[src/rtl/pvcfg_pkg.sv]
package pvcfg_pkg;

  typedef enum logic [3:0] {
    F_DFSEL, F_DFEAT, F_GFSEL, F_GFEAT, F_CFGVEC, F_NUMQ, F_STATUS, F_QSEL,
    F_QSIZE, F_QVEC, F_QEN, F_QNOFF, F_QDESC, F_QAVAIL, F_QUSED, F_NONE
  } cfg_field_e;

  localparam logic [1:0] SZ_BYTE = 2'd0;
  localparam logic [1:0] SZ_HALF = 2'd1;
  localparam logic [1:0] SZ_WORD = 2'd2;
  localparam logic [1:0] SZ_NONE = 2'd3;

  // byte address -> field (word-aligned halves of 64-bit rings share a field)
  function automatic cfg_field_e field_at(input logic [5:0] a);
    case (a)
      6'h00: return F_DFSEL;
      6'h04: return F_DFEAT;
      6'h08: return F_GFSEL;
      6'h0C: return F_GFEAT;
      6'h10: return F_CFGVEC;
      6'h12: return F_NUMQ;
      6'h14: return F_STATUS;
      6'h16: return F_QSEL;
      6'h18: return F_QSIZE;
      6'h1A: return F_QVEC;
      6'h1C: return F_QEN;
      6'h1E: return F_QNOFF;
      6'h20, 6'h24: return F_QDESC;
      6'h28, 6'h2C: return F_QAVAIL;
      6'h30, 6'h34: return F_QUSED;
      default: return F_NONE;
    endcase
  endfunction

  function automatic logic [1:0] natural_size(input cfg_field_e f);
    case (f)
      F_DFSEL, F_DFEAT, F_GFSEL, F_GFEAT, F_QDESC, F_QAVAIL, F_QUSED: return SZ_WORD;
      F_STATUS: return SZ_BYTE;
      F_NONE:   return SZ_NONE;
      default:  return SZ_HALF;
    endcase
  endfunction

  function automatic logic [3:0] lane_mask(input logic [1:0] sz, input logic [1:0] off);
    logic [3:0] base;
    case (sz)
      SZ_BYTE: base = 4'b0001;
      SZ_HALF: base = 4'b0011;
      SZ_WORD: base = 4'b1111;
      default: base = 4'b0000;
    endcase
    return base << off;
  endfunction

  function automatic logic pow2_or_zero(input logic [15:0] v);
    return (v & (v - 16'd1)) == 16'd0;
  endfunction

endpackage

[src/rtl/pvcfg_decode.sv]
module pvcfg_decode
  import pvcfg_pkg::*;
(
  input  logic             bus_valid,
  input  logic             bus_write,
  input  logic [5:0]       bus_addr,
  input  logic [1:0]       bus_size,
  input  logic [3:0]       bus_be,
  input  logic [31:0]      bus_wdata,
  output cfg_field_e       field,
  output logic             acc_ok,
  output logic             wr_ok,
  output logic             rd_req,
  output logic             word_hi,
  output logic [31:0]      wdata_f
);
  logic [1:0] lane_off;

  assign lane_off = bus_addr[1:0];
  assign field    = field_at(bus_addr);
  assign acc_ok   = bus_valid && (field != F_NONE)
                    && (bus_size == natural_size(field))
                    && (bus_be == lane_mask(bus_size, lane_off));
  assign wr_ok    = acc_ok && bus_write;
  assign rd_req   = bus_valid && !bus_write;
  assign word_hi  = bus_addr[2];
  assign wdata_f  = bus_wdata >> {lane_off, 3'b000};
endmodule

[src/rtl/pvcfg_features.sv]
module pvcfg_features #(
  parameter logic [63:0] DEV_FEATURES = 64'h0000_0000_1234_5678
) (
  input  logic        clk,
  input  logic        rst_n,
  input  logic        sw_reset,
  input  logic        wr_dsel,
  input  logic        wr_gsel,
  input  logic        wr_gfeat,
  input  logic [31:0] wdata,
  output logic [31:0] dsel,
  output logic [31:0] gsel,
  output logic [31:0] dev_word,
  output logic [31:0] drv_word,
  output logic [63:0] drv_features
);
  localparam logic [63:0] DEV_EFF = DEV_FEATURES | (64'h1 << 32);

  logic gsel_in_range;
  logic gfeat_dropped;

  assign gsel_in_range = (gsel == 32'd0) || (gsel == 32'd1);
  assign gfeat_dropped = wr_gfeat && !gsel_in_range;

  always_ff @(posedge clk or negedge rst_n) begin
    if (!rst_n) begin
      dsel <= '0; gsel <= '0; drv_features <= '0;
    end else if (sw_reset) begin
      dsel <= '0; gsel <= '0; drv_features <= '0;
    end else begin
      if (wr_dsel) dsel <= wdata;
      if (wr_gsel) gsel <= wdata;
      if (wr_gfeat && gsel_in_range) begin
        if (gsel[0]) drv_features[63:32] <= wdata;
        else         drv_features[31:0]  <= wdata;
      end
    end
  end

  always_comb begin
    case (dsel)
      32'd0:   dev_word = DEV_EFF[31:0];
      32'd1:   dev_word = DEV_EFF[63:32];
      default: dev_word = '0;
    endcase
    case (gsel)
      32'd0:   drv_word = drv_features[31:0];
      32'd1:   drv_word = drv_features[63:32];
      default: drv_word = '0;
    endcase
  end

  assert_drop_gfeat_R4: assert property (@(posedge clk) disable iff (!rst_n)
    (gfeat_dropped && !sw_reset) |=> $stable(drv_features));

  assert_sw_reset_feat_R8: assert property (@(posedge clk) disable iff (!rst_n)
    sw_reset |=> (drv_features == 64'd0 && gsel == 32'd0 && dsel == 32'd0));

  assert_bit32_window_R3: assert property (@(posedge clk) disable iff (!rst_n)
    (dsel == 32'd1) |-> dev_word[0]);
endmodule

[src/rtl/pvcfg_qbank.sv]
module pvcfg_qbank
  import pvcfg_pkg::*;
#(
  parameter int NUM_QUEUES = 4,
  parameter int QSIZE_MAX  = 256
) (
  input  logic                    clk,
  input  logic                    rst_n,
  input  logic                    sw_reset,
  input  logic                    wr_ok,
  input  cfg_field_e              field,
  input  logic                    word_hi,
  input  logic [31:0]             wdata,
  input  logic [15:0]             qsel,
  output logic [31:0]             rd_data,
  output logic [NUM_QUEUES*16-1:0] q_size_o,
  output logic [NUM_QUEUES*16-1:0] q_vector_o,
  output logic [NUM_QUEUES-1:0]    q_enable_o,
  output logic [NUM_QUEUES*64-1:0] q_desc_o,
  output logic [NUM_QUEUES*64-1:0] q_avail_o,
  output logic [NUM_QUEUES*64-1:0] q_used_o
);
  localparam int QW = (NUM_QUEUES > 1) ? $clog2(NUM_QUEUES) : 1;
  localparam logic [15:0] SZ_RST = 16'(QSIZE_MAX);

  logic          sel_ok;
  logic          size_wr_ok;
  logic [QW-1:0] qidx;
  int            qi;

  assign sel_ok     = qsel < 16'(NUM_QUEUES);
  assign size_wr_ok = pow2_or_zero(wdata[15:0]) && (wdata[15:0] <= SZ_RST);
  assign qidx       = qsel[QW-1:0];
  assign qi         = int'(qidx);

  for (genvar i = 0; i < NUM_QUEUES; i++) begin : g_q
    logic        hit;
    logic [15:0] size_r, vec_r;
    logic        en_r;
    logic [63:0] desc_r, avail_r, used_r;

    assign hit = wr_ok && sel_ok && (qsel == 16'(i));

    always_ff @(posedge clk or negedge rst_n) begin
      if (!rst_n) begin
        size_r <= SZ_RST; vec_r <= '0; en_r <= 1'b0;
        desc_r <= '0; avail_r <= '0; used_r <= '0;
      end else if (sw_reset) begin
        size_r <= SZ_RST; vec_r <= '0; en_r <= 1'b0;
        desc_r <= '0; avail_r <= '0; used_r <= '0;
      end else if (hit) begin
        case (field)
          F_QSIZE:  if (size_wr_ok) size_r <= wdata[15:0];
          F_QVEC:   vec_r <= wdata[15:0];
          F_QEN:    en_r  <= wdata[0];
          F_QDESC:  if (word_hi) desc_r[63:32]  <= wdata; else desc_r[31:0]  <= wdata;
          F_QAVAIL: if (word_hi) avail_r[63:32] <= wdata; else avail_r[31:0] <= wdata;
          F_QUSED:  if (word_hi) used_r[63:32]  <= wdata; else used_r[31:0]  <= wdata;
          default: ;
        endcase
      end
    end

    assign q_size_o[i*16 +: 16]   = size_r;
    assign q_vector_o[i*16 +: 16] = vec_r;
    assign q_enable_o[i]          = en_r;
    assign q_desc_o[i*64 +: 64]   = desc_r;
    assign q_avail_o[i*64 +: 64]  = avail_r;
    assign q_used_o[i*64 +: 64]   = used_r;

    assert_qsize_legal_R6: assert property (@(posedge clk) disable iff (!rst_n)
      ($countones(size_r) <= 1) && (size_r <= SZ_RST));
  end

  always_comb begin
    rd_data = '0;
    if (sel_ok) begin
      case (field)
        F_QSIZE:  rd_data = {16'h0, q_size_o[qi*16 +: 16]};
        F_QVEC:   rd_data = {16'h0, q_vector_o[qi*16 +: 16]};
        F_QEN:    rd_data = {31'h0, q_enable_o[qi]};
        F_QNOFF:  rd_data = {16'h0, qsel};
        F_QDESC:  rd_data = word_hi ? q_desc_o[qi*64+32 +: 32]  : q_desc_o[qi*64 +: 32];
        F_QAVAIL: rd_data = word_hi ? q_avail_o[qi*64+32 +: 32] : q_avail_o[qi*64 +: 32];
        F_QUSED:  rd_data = word_hi ? q_used_o[qi*64+32 +: 32]  : q_used_o[qi*64 +: 32];
        default:  rd_data = '0;
      endcase
    end
  end

  assert_oob_write_R7: assert property (@(posedge clk) disable iff (!rst_n)
    (wr_ok && !sel_ok && !sw_reset) |=>
      $stable({q_size_o, q_vector_o, q_enable_o, q_desc_o, q_avail_o, q_used_o}));

  assert_bad_size_R6: assert property (@(posedge clk) disable iff (!rst_n)
    (wr_ok && field == F_QSIZE && !size_wr_ok && !sw_reset) |=> $stable(q_size_o));
endmodule

[src/rtl/pvdev_common_cfg.sv]
module pvdev_common_cfg
  import pvcfg_pkg::*;
#(
  parameter int          NUM_QUEUES   = 4,
  parameter int          QSIZE_MAX    = 256,
  parameter logic [63:0] DEV_FEATURES = 64'h0000_0000_1234_5678
) (
  input  logic                     clk,
  input  logic                     rst_n,
  input  logic                     bus_valid,
  input  logic                     bus_write,
  input  logic [5:0]               bus_addr,
  input  logic [1:0]               bus_size,
  input  logic [3:0]               bus_be,
  input  logic [31:0]              bus_wdata,
  output logic [31:0]              bus_rdata,
  output logic                     bus_rvalid,
  output logic [63:0]              drv_features_o,
  output logic [7:0]               dev_status_o,
  output logic [15:0]              cfg_vector_o,
  output logic [NUM_QUEUES*16-1:0] q_size_o,
  output logic [NUM_QUEUES*16-1:0] q_vector_o,
  output logic [NUM_QUEUES-1:0]    q_enable_o,
  output logic [NUM_QUEUES*64-1:0] q_desc_o,
  output logic [NUM_QUEUES*64-1:0] q_avail_o,
  output logic [NUM_QUEUES*64-1:0] q_used_o
);
  cfg_field_e  field;
  logic        acc_ok, wr_ok, rd_req, word_hi, sw_reset;
  logic [31:0] wdata_f, dsel, gsel, dev_word, drv_word, q_rd, field_val;
  logic [15:0] qsel;

  pvcfg_decode u_dec (
    .bus_valid(bus_valid), .bus_write(bus_write), .bus_addr(bus_addr),
    .bus_size(bus_size), .bus_be(bus_be), .bus_wdata(bus_wdata),
    .field(field), .acc_ok(acc_ok), .wr_ok(wr_ok), .rd_req(rd_req),
    .word_hi(word_hi), .wdata_f(wdata_f)
  );

  assign sw_reset = wr_ok && (field == F_STATUS) && (wdata_f[7:0] == 8'h00);

  pvcfg_features #(.DEV_FEATURES(DEV_FEATURES)) u_feat (
    .clk(clk), .rst_n(rst_n), .sw_reset(sw_reset),
    .wr_dsel(wr_ok && field == F_DFSEL), .wr_gsel(wr_ok && field == F_GFSEL),
    .wr_gfeat(wr_ok && field == F_GFEAT), .wdata(wdata_f),
    .dsel(dsel), .gsel(gsel), .dev_word(dev_word), .drv_word(drv_word),
    .drv_features(drv_features_o)
  );

  pvcfg_qbank #(.NUM_QUEUES(NUM_QUEUES), .QSIZE_MAX(QSIZE_MAX)) u_qbank (
    .clk(clk), .rst_n(rst_n), .sw_reset(sw_reset), .wr_ok(wr_ok),
    .field(field), .word_hi(word_hi), .wdata(wdata_f), .qsel(qsel),
    .rd_data(q_rd), .q_size_o(q_size_o), .q_vector_o(q_vector_o),
    .q_enable_o(q_enable_o), .q_desc_o(q_desc_o), .q_avail_o(q_avail_o),
    .q_used_o(q_used_o)
  );

  always_ff @(posedge clk or negedge rst_n) begin
    if (!rst_n) begin
      cfg_vector_o <= '0; dev_status_o <= '0; qsel <= '0;
    end else if (sw_reset) begin
      cfg_vector_o <= '0; dev_status_o <= '0; qsel <= '0;
    end else if (wr_ok) begin
      case (field)
        F_CFGVEC: cfg_vector_o <= wdata_f[15:0];
        F_STATUS: dev_status_o <= wdata_f[7:0];
        F_QSEL:   qsel         <= wdata_f[15:0];
        default: ;
      endcase
    end
  end

  always_comb begin
    case (field)
      F_DFSEL:  field_val = dsel;
      F_DFEAT:  field_val = dev_word;
      F_GFSEL:  field_val = gsel;
      F_GFEAT:  field_val = drv_word;
      F_CFGVEC: field_val = {16'h0, cfg_vector_o};
      F_NUMQ:   field_val = 32'(NUM_QUEUES);
      F_STATUS: field_val = {24'h0, dev_status_o};
      F_QSEL:   field_val = {16'h0, qsel};
      F_QSIZE, F_QVEC, F_QEN, F_QNOFF, F_QDESC, F_QAVAIL, F_QUSED: field_val = q_rd;
      default:  field_val = '0;
    endcase
  end

  always_ff @(posedge clk or negedge rst_n) begin
    if (!rst_n) begin
      bus_rvalid <= 1'b0; bus_rdata <= '0;
    end else begin
      bus_rvalid <= rd_req;
      bus_rdata  <= (rd_req && acc_ok) ? (field_val << {bus_addr[1:0], 3'b000}) : 32'h0;
    end
  end

  assert_rd_latency_R1: assert property (@(posedge clk) disable iff (!rst_n)
    rd_req |=> bus_rvalid);

  assert_bad_access_zero_R1: assert property (@(posedge clk) disable iff (!rst_n)
    (rd_req && !acc_ok) |=> (bus_rdata == 32'h0));

  assert_status_hold_R11: assert property (@(posedge clk) disable iff (!rst_n)
    !(wr_ok && field == F_STATUS) |=> $stable(dev_status_o));
endmodule

[config.mk]
export PLATFORM = sky130hd
export DESIGN_NAME = pvdev_common_cfg
export DESIGN_NICKNAME = d
export VERILOG_FILES = /design/src/rtl/pvcfg_pkg.sv /design/src/rtl/pvcfg_decode.sv /design/src/rtl/pvcfg_features.sv /design/src/rtl/pvcfg_qbank.sv /design/src/rtl/pvdev_common_cfg.sv
export SDC_FILE = /design/constraint.sdc
export NUM_CORES = 2
export LEC_CHECK = 0
export BUFFER_PORTS_ARGS = -buffer_cell sky130_fd_sc_hd__buf_2
export CORE_AREA = 4 4 418 420
export CTS_CLUSTER_SIZE = 20
export DETAILED_ROUTE_END_ITERATION = 8
export DIE_AREA = 0 0 422 424
export PLACE_DENSITY_LB_ADDON = 0.15
export SETUP_SLACK_MARGIN = 0.5
export SYNTH_ARGS = -nofsm -noshare
export SYNTH_HDL_FRONTEND = slang
export SYNTH_HIERARCHICAL = 1
export SYNTH_SLANG_ARGS = --single-unit
[constraint.sdc]
create_clock -name clk -period 5.6 [get_ports clk]
set_clock_uncertainty 0.2 [all_clocks]
set_input_delay 0.84 -clock clk [delete_from_list [all_inputs] [get_ports clk]]
set_output_delay 0.84 -clock clk [all_outputs]
set_load 0.02 [all_outputs]
==> qor.yml <==
total_power_mw: 18.4
synth.area.top_cells: "dfrtp_1 (51%), mux2i_1 (7.3%), nand2_1 (7.2%)"
synth-main-ff-cell: "dfrtp_1"
pre_cts_ws_ps: -98.2
fill_cells: 17300
routed_wirelength_um: 283000
min_period_ps: 4860
power-per-cell-area_nw_per_um2: 278
area_growth_pct: 24.1
power.switching_mw: 4.66
swShare_pct: 25.3
power_frac_seq_pct: 43.3
ys_seq_area_share_pct: 51.6
tns_ps: 0
grt_pass1_wl_um: 392000
drt-vias-per-instance: 5.54
combinationalPowerShare_pct: 6.6
critPathCaptureType: "flop"
final_hold_viol_count: 0
static-leakage-power_nw: 32.1
finalCritPeriodShare_pct: 86.7
r2r_cells: 9
place_area_um2: 61600
dieWidth_um: 422
core_um2: 171000
slew_headroom_pct: 25.2
routedWlPerCell_um: 32.8
criticalPathCategory: "in2reg"
root_buffer: "clkbuf_16"
postLayoutCellArea_um2: 66200
clockBufferDepth: 3
status: "completed"
ys_seq_elements: 1101
grt.total_usage_pct: 30.7
nets: 6323
path_max_fanout: 20
ios: 1069
cts_buffers: 134
crit_path_end: "bus_rdata[17]$_DFF_PN0_"
ant_nets: 0
synth_top_cell_area_share_pct: 51.4
overflow: 0
r2r_setup_slack_ps: 820
cts_setup_buffers: 0
numPlacedInstances: 8368
drt-pass1-iter-count: 6
drv_cap: 0
dpl.hpwl_um: 210000
synth.largest_area_cell: "dfrtp_1"
dieArea_um2: 179000
synth_area_um2: 53400
crit_chain: "buf_2 -> and2_1 -> nand3b_1 -> buf_4 -> and2_2 -> buf_4 -> nand2b_2 -> o22ai_1 -> o22a_1 -> nand4_1 -> a221oi_1 -> buf_4 -> nand2_1 -> o21ai_0 -> a221oi_1 -> mux2_2 -> a221oi_1"
rr_startpoint: "qsel[0]$_DFFE_PN0P_"
cp.arrival_ps: 5350
layout-drive-gt1-share_pct: 27.8
slowest_stage: "a221oi_1"
worst_ep_required_time_ps: 6090
internal_power_mw: 13.7
grt_max_degree: 118
antenna_found_initial: 4
async_flop_share_pct: 100
cts.sinks: 1101
finalWorstSetupSlack_ps: 745
dr.first_iter.drc_count: 4431
syn_area_per_cell_um2: 10.0
critical_path.startpoint: "bus_addr[4]"
h-tree-depth: 4
dieHeight_um: 424
floorplan.initialDensity_pct: 31.2
finalSetupViolations: 0
slowest_delay_ps: 640
timing.fmax_mhz: 206
slew_violations: 0
rows: 152
syn_inst: 5337
rsz0062_at_grt: "false"
globalplace.congestion: 0.928
routed-via-count: 47800
port-buffer-count: 1068
synth_cell_type_count: 110
hold_path.class: "in2reg"
synth_edf_count: 0
reg2reg_to: "bus_rdata[27]$_DFF_PN0_"
cts_tree: "yes"
power_frac_clock_pct: 50.0
final_cells: 8613
setup.worst_path.start_class: "input port"
drc: 0
worstSkewPairLatency_ps: 810
grt_pass1_vias: 46600
clk_pin_slew_ps: 60
yosys_warnings: 6
tightest_slew_ps: 1120
peakVddDrop_uv: 333
## repair_timing
item / CTS / global route
hold buffers: 1 / 0
resized for setup: 0 / 1
setup endpoints to repair: 0 / 1
endpoints found under the hold margin: 45 / 0
## worst min-delay path by stage
stage               slack (ps)                              endpoint                                  from  cells after the start
finish                     290                  bus_rvalid$_DFF_PN0_                             bus_write                      3
global route               260                  bus_rvalid$_DFF_PN0_                             bus_write                      3
CTS                        240                  bus_rvalid$_DFF_PN0_                             bus_write                      3
detailed placement         280  u_qbank/g_q[1].size_r[8]$_DFFE_PN1P_  u_qbank/g_q[1].size_r[8]$_DFFE_PN1P_                      2
global placement           270  u_qbank/g_q[1].size_r[8]$_DFFE_PN1P_  u_qbank/g_q[1].size_r[8]$_DFFE_PN1P_                      2
floorplan                  260       u_qbank/g_q[3].en_r$_DFFE_PN0P_       u_qbank/g_q[3].en_r$_DFFE_PN0P_                      2
## power by group through the flow
stage / logic (mW) / clock network, mW / registers, mW
floorplan: 0.545 / 0 / 8.12
global placement: 1.21 / 0 / 8.12
detailed placement: 1.21 / 0 / 8.12
CTS: 1.22 / 9.36 / 7.97
global route: 1.28 / 9.70 / 7.97
finish: 1.22 / 9.20 / 7.97
## sequential cells by signal, summed over array words and instances, names as in the netlist
| signal | cells |
|---|---|
| u_qbank/g_q.avail_r | 256 |
| u_qbank/g_q.desc_r | 256 |
| u_qbank/g_q.used_r | 256 |
| u_feat/drv_features | 64 |
| u_qbank/g_q.size_r | 64 |
| u_qbank/g_q.vec_r | 64 |
| bus_rdata | 32 |
| u_feat/dsel | 32 |
| u_feat/gsel | 32 |
| cfg_vector_o | 16 |
| qsel | 16 |
| dev_status_o | 8 |
| u_qbank/g_q.en_r | 4 |
| bus_rvalid | 1 |
## per-stage QoR
| step | utilization (%) | hold slack (ps) |
|---|---|---|
| 4_1_cts | 38.7 | 237 |
| 5_1_grt | 38.7 | 260 |
| 3_5_place_dp | 36.0 | 280 |
| 3_3_place_gp | 36.0 | 272 |
| 6_report | 38.7 | 290 |
| 2_1_floorplan | - | 264 |
## layout by cell type, fill, tap and decap left out, drive strengths merged, types with 14 or more instances in the layout
cell type	synthesis	layout
clkbuf	293	200
nand4	29	29
a31oi	32	32
o211ai	20	20
inv	20	25
o22ai	42	42
nor4	25	25
a211oi	41	41
clkinv	1	19
nand2	1021	1021
a21oi	72	72
a221oi	62	62
mux2i	388	388
nand2b	150	150
o21ai	958	958
a21o	15	15
nand3	37	37
conb	1	18
mux4	80	80
mux2	57	57
nor2	184	184
a311oi	14	14
dfrtp	1097	1097
a22oi	129	129
nor2b	27	27
o221ai	24	24
nor3	24	24
buf	223	1297
and2	47	47
a22o	37	37
## logic make-up after synthesis
kind of cell | count (synthesis) | synth area share, %
buf+inv | 537 | 4.86
simple gates | 1622 | 13.9
mux | 525 | 11.9
compound gates | 1546 | 17.6
fa+ha+maj | 3 | 0.0703
flops | 1101 | 51.6
other cells | 1 | 0.00703
xor+xnor | 2 | 0.0328
## layout make-up
| class | instances | area (µm²) | area share [%] |
|---|---|---|---|
| Antenna cell | 3 | 7.51 | 0.0113 |
| Inverter | 21 | 91.3 | 0.138 |
| Tap cell | 2233 | 2790 | 4.22 |
| Multi-Input combinational cell | 3716 | 23600 | 35.6 |
| Sequential cell | 1101 | 27600 | 41.6 |
| Timing Repair Buffer | 1298 | 7590 | 11.5 |
| Clock inverter | 41 | 577 | 0.871 |
| Clock buffer | 200 | 4020 | 6.07 |
## synthesized netlist by cell type, types with 7 or more instances
library cell / number
buf_4: 63
a311oi_1: 13
dfrtp_1: 1097
nand2b_4: 8
buf_1: 34
and2_1: 47
buf_2: 97
a22oi_1: 129
nor2b_1: 26
o221ai_1: 23
o21ai_0: 714
a21oi_1: 72
a21boi_0: 7
buf_6: 28
a2111oi_0: 10
or3_1: 12
inv_1: 19
o22a_1: 7
mux2_2: 48
nor4_1: 19
nor3_1: 22
nand2_1: 1018
mux2i_1: 388
mux2_4: 9
mux4_2: 80
a21o_1: 15
nand2b_1: 142
nand4_1: 28
a211oi_1: 41
nand3_1: 35
a221o_1: 13
o22ai_1: 42
o21ai_1: 242
a221oi_1: 58
a31oi_1: 32
nor2_1: 178
a22o_1: 37
o211ai_1: 20
clkbuf_1: 293
## worst max-delay path: cells and delay by family
family                 cells  cell delay, ps
AO/OA/AOI/OAI              6            1780
multiplexers               1             320
AND/OR/NAND/NOR            6            1530
buffers and inverters      4             830
## layer usage
metal	vias to the layer above	global-route usage, %	wire length (µm)
met5	-	0	41
met1	24200	38.2	112000
li1	20900	-	-
met3	475	6.78	20200
met4	6	17.1	18700
met2	2156	49.6	132000
No activity file was read; power rests on OpenSTA's default activity.
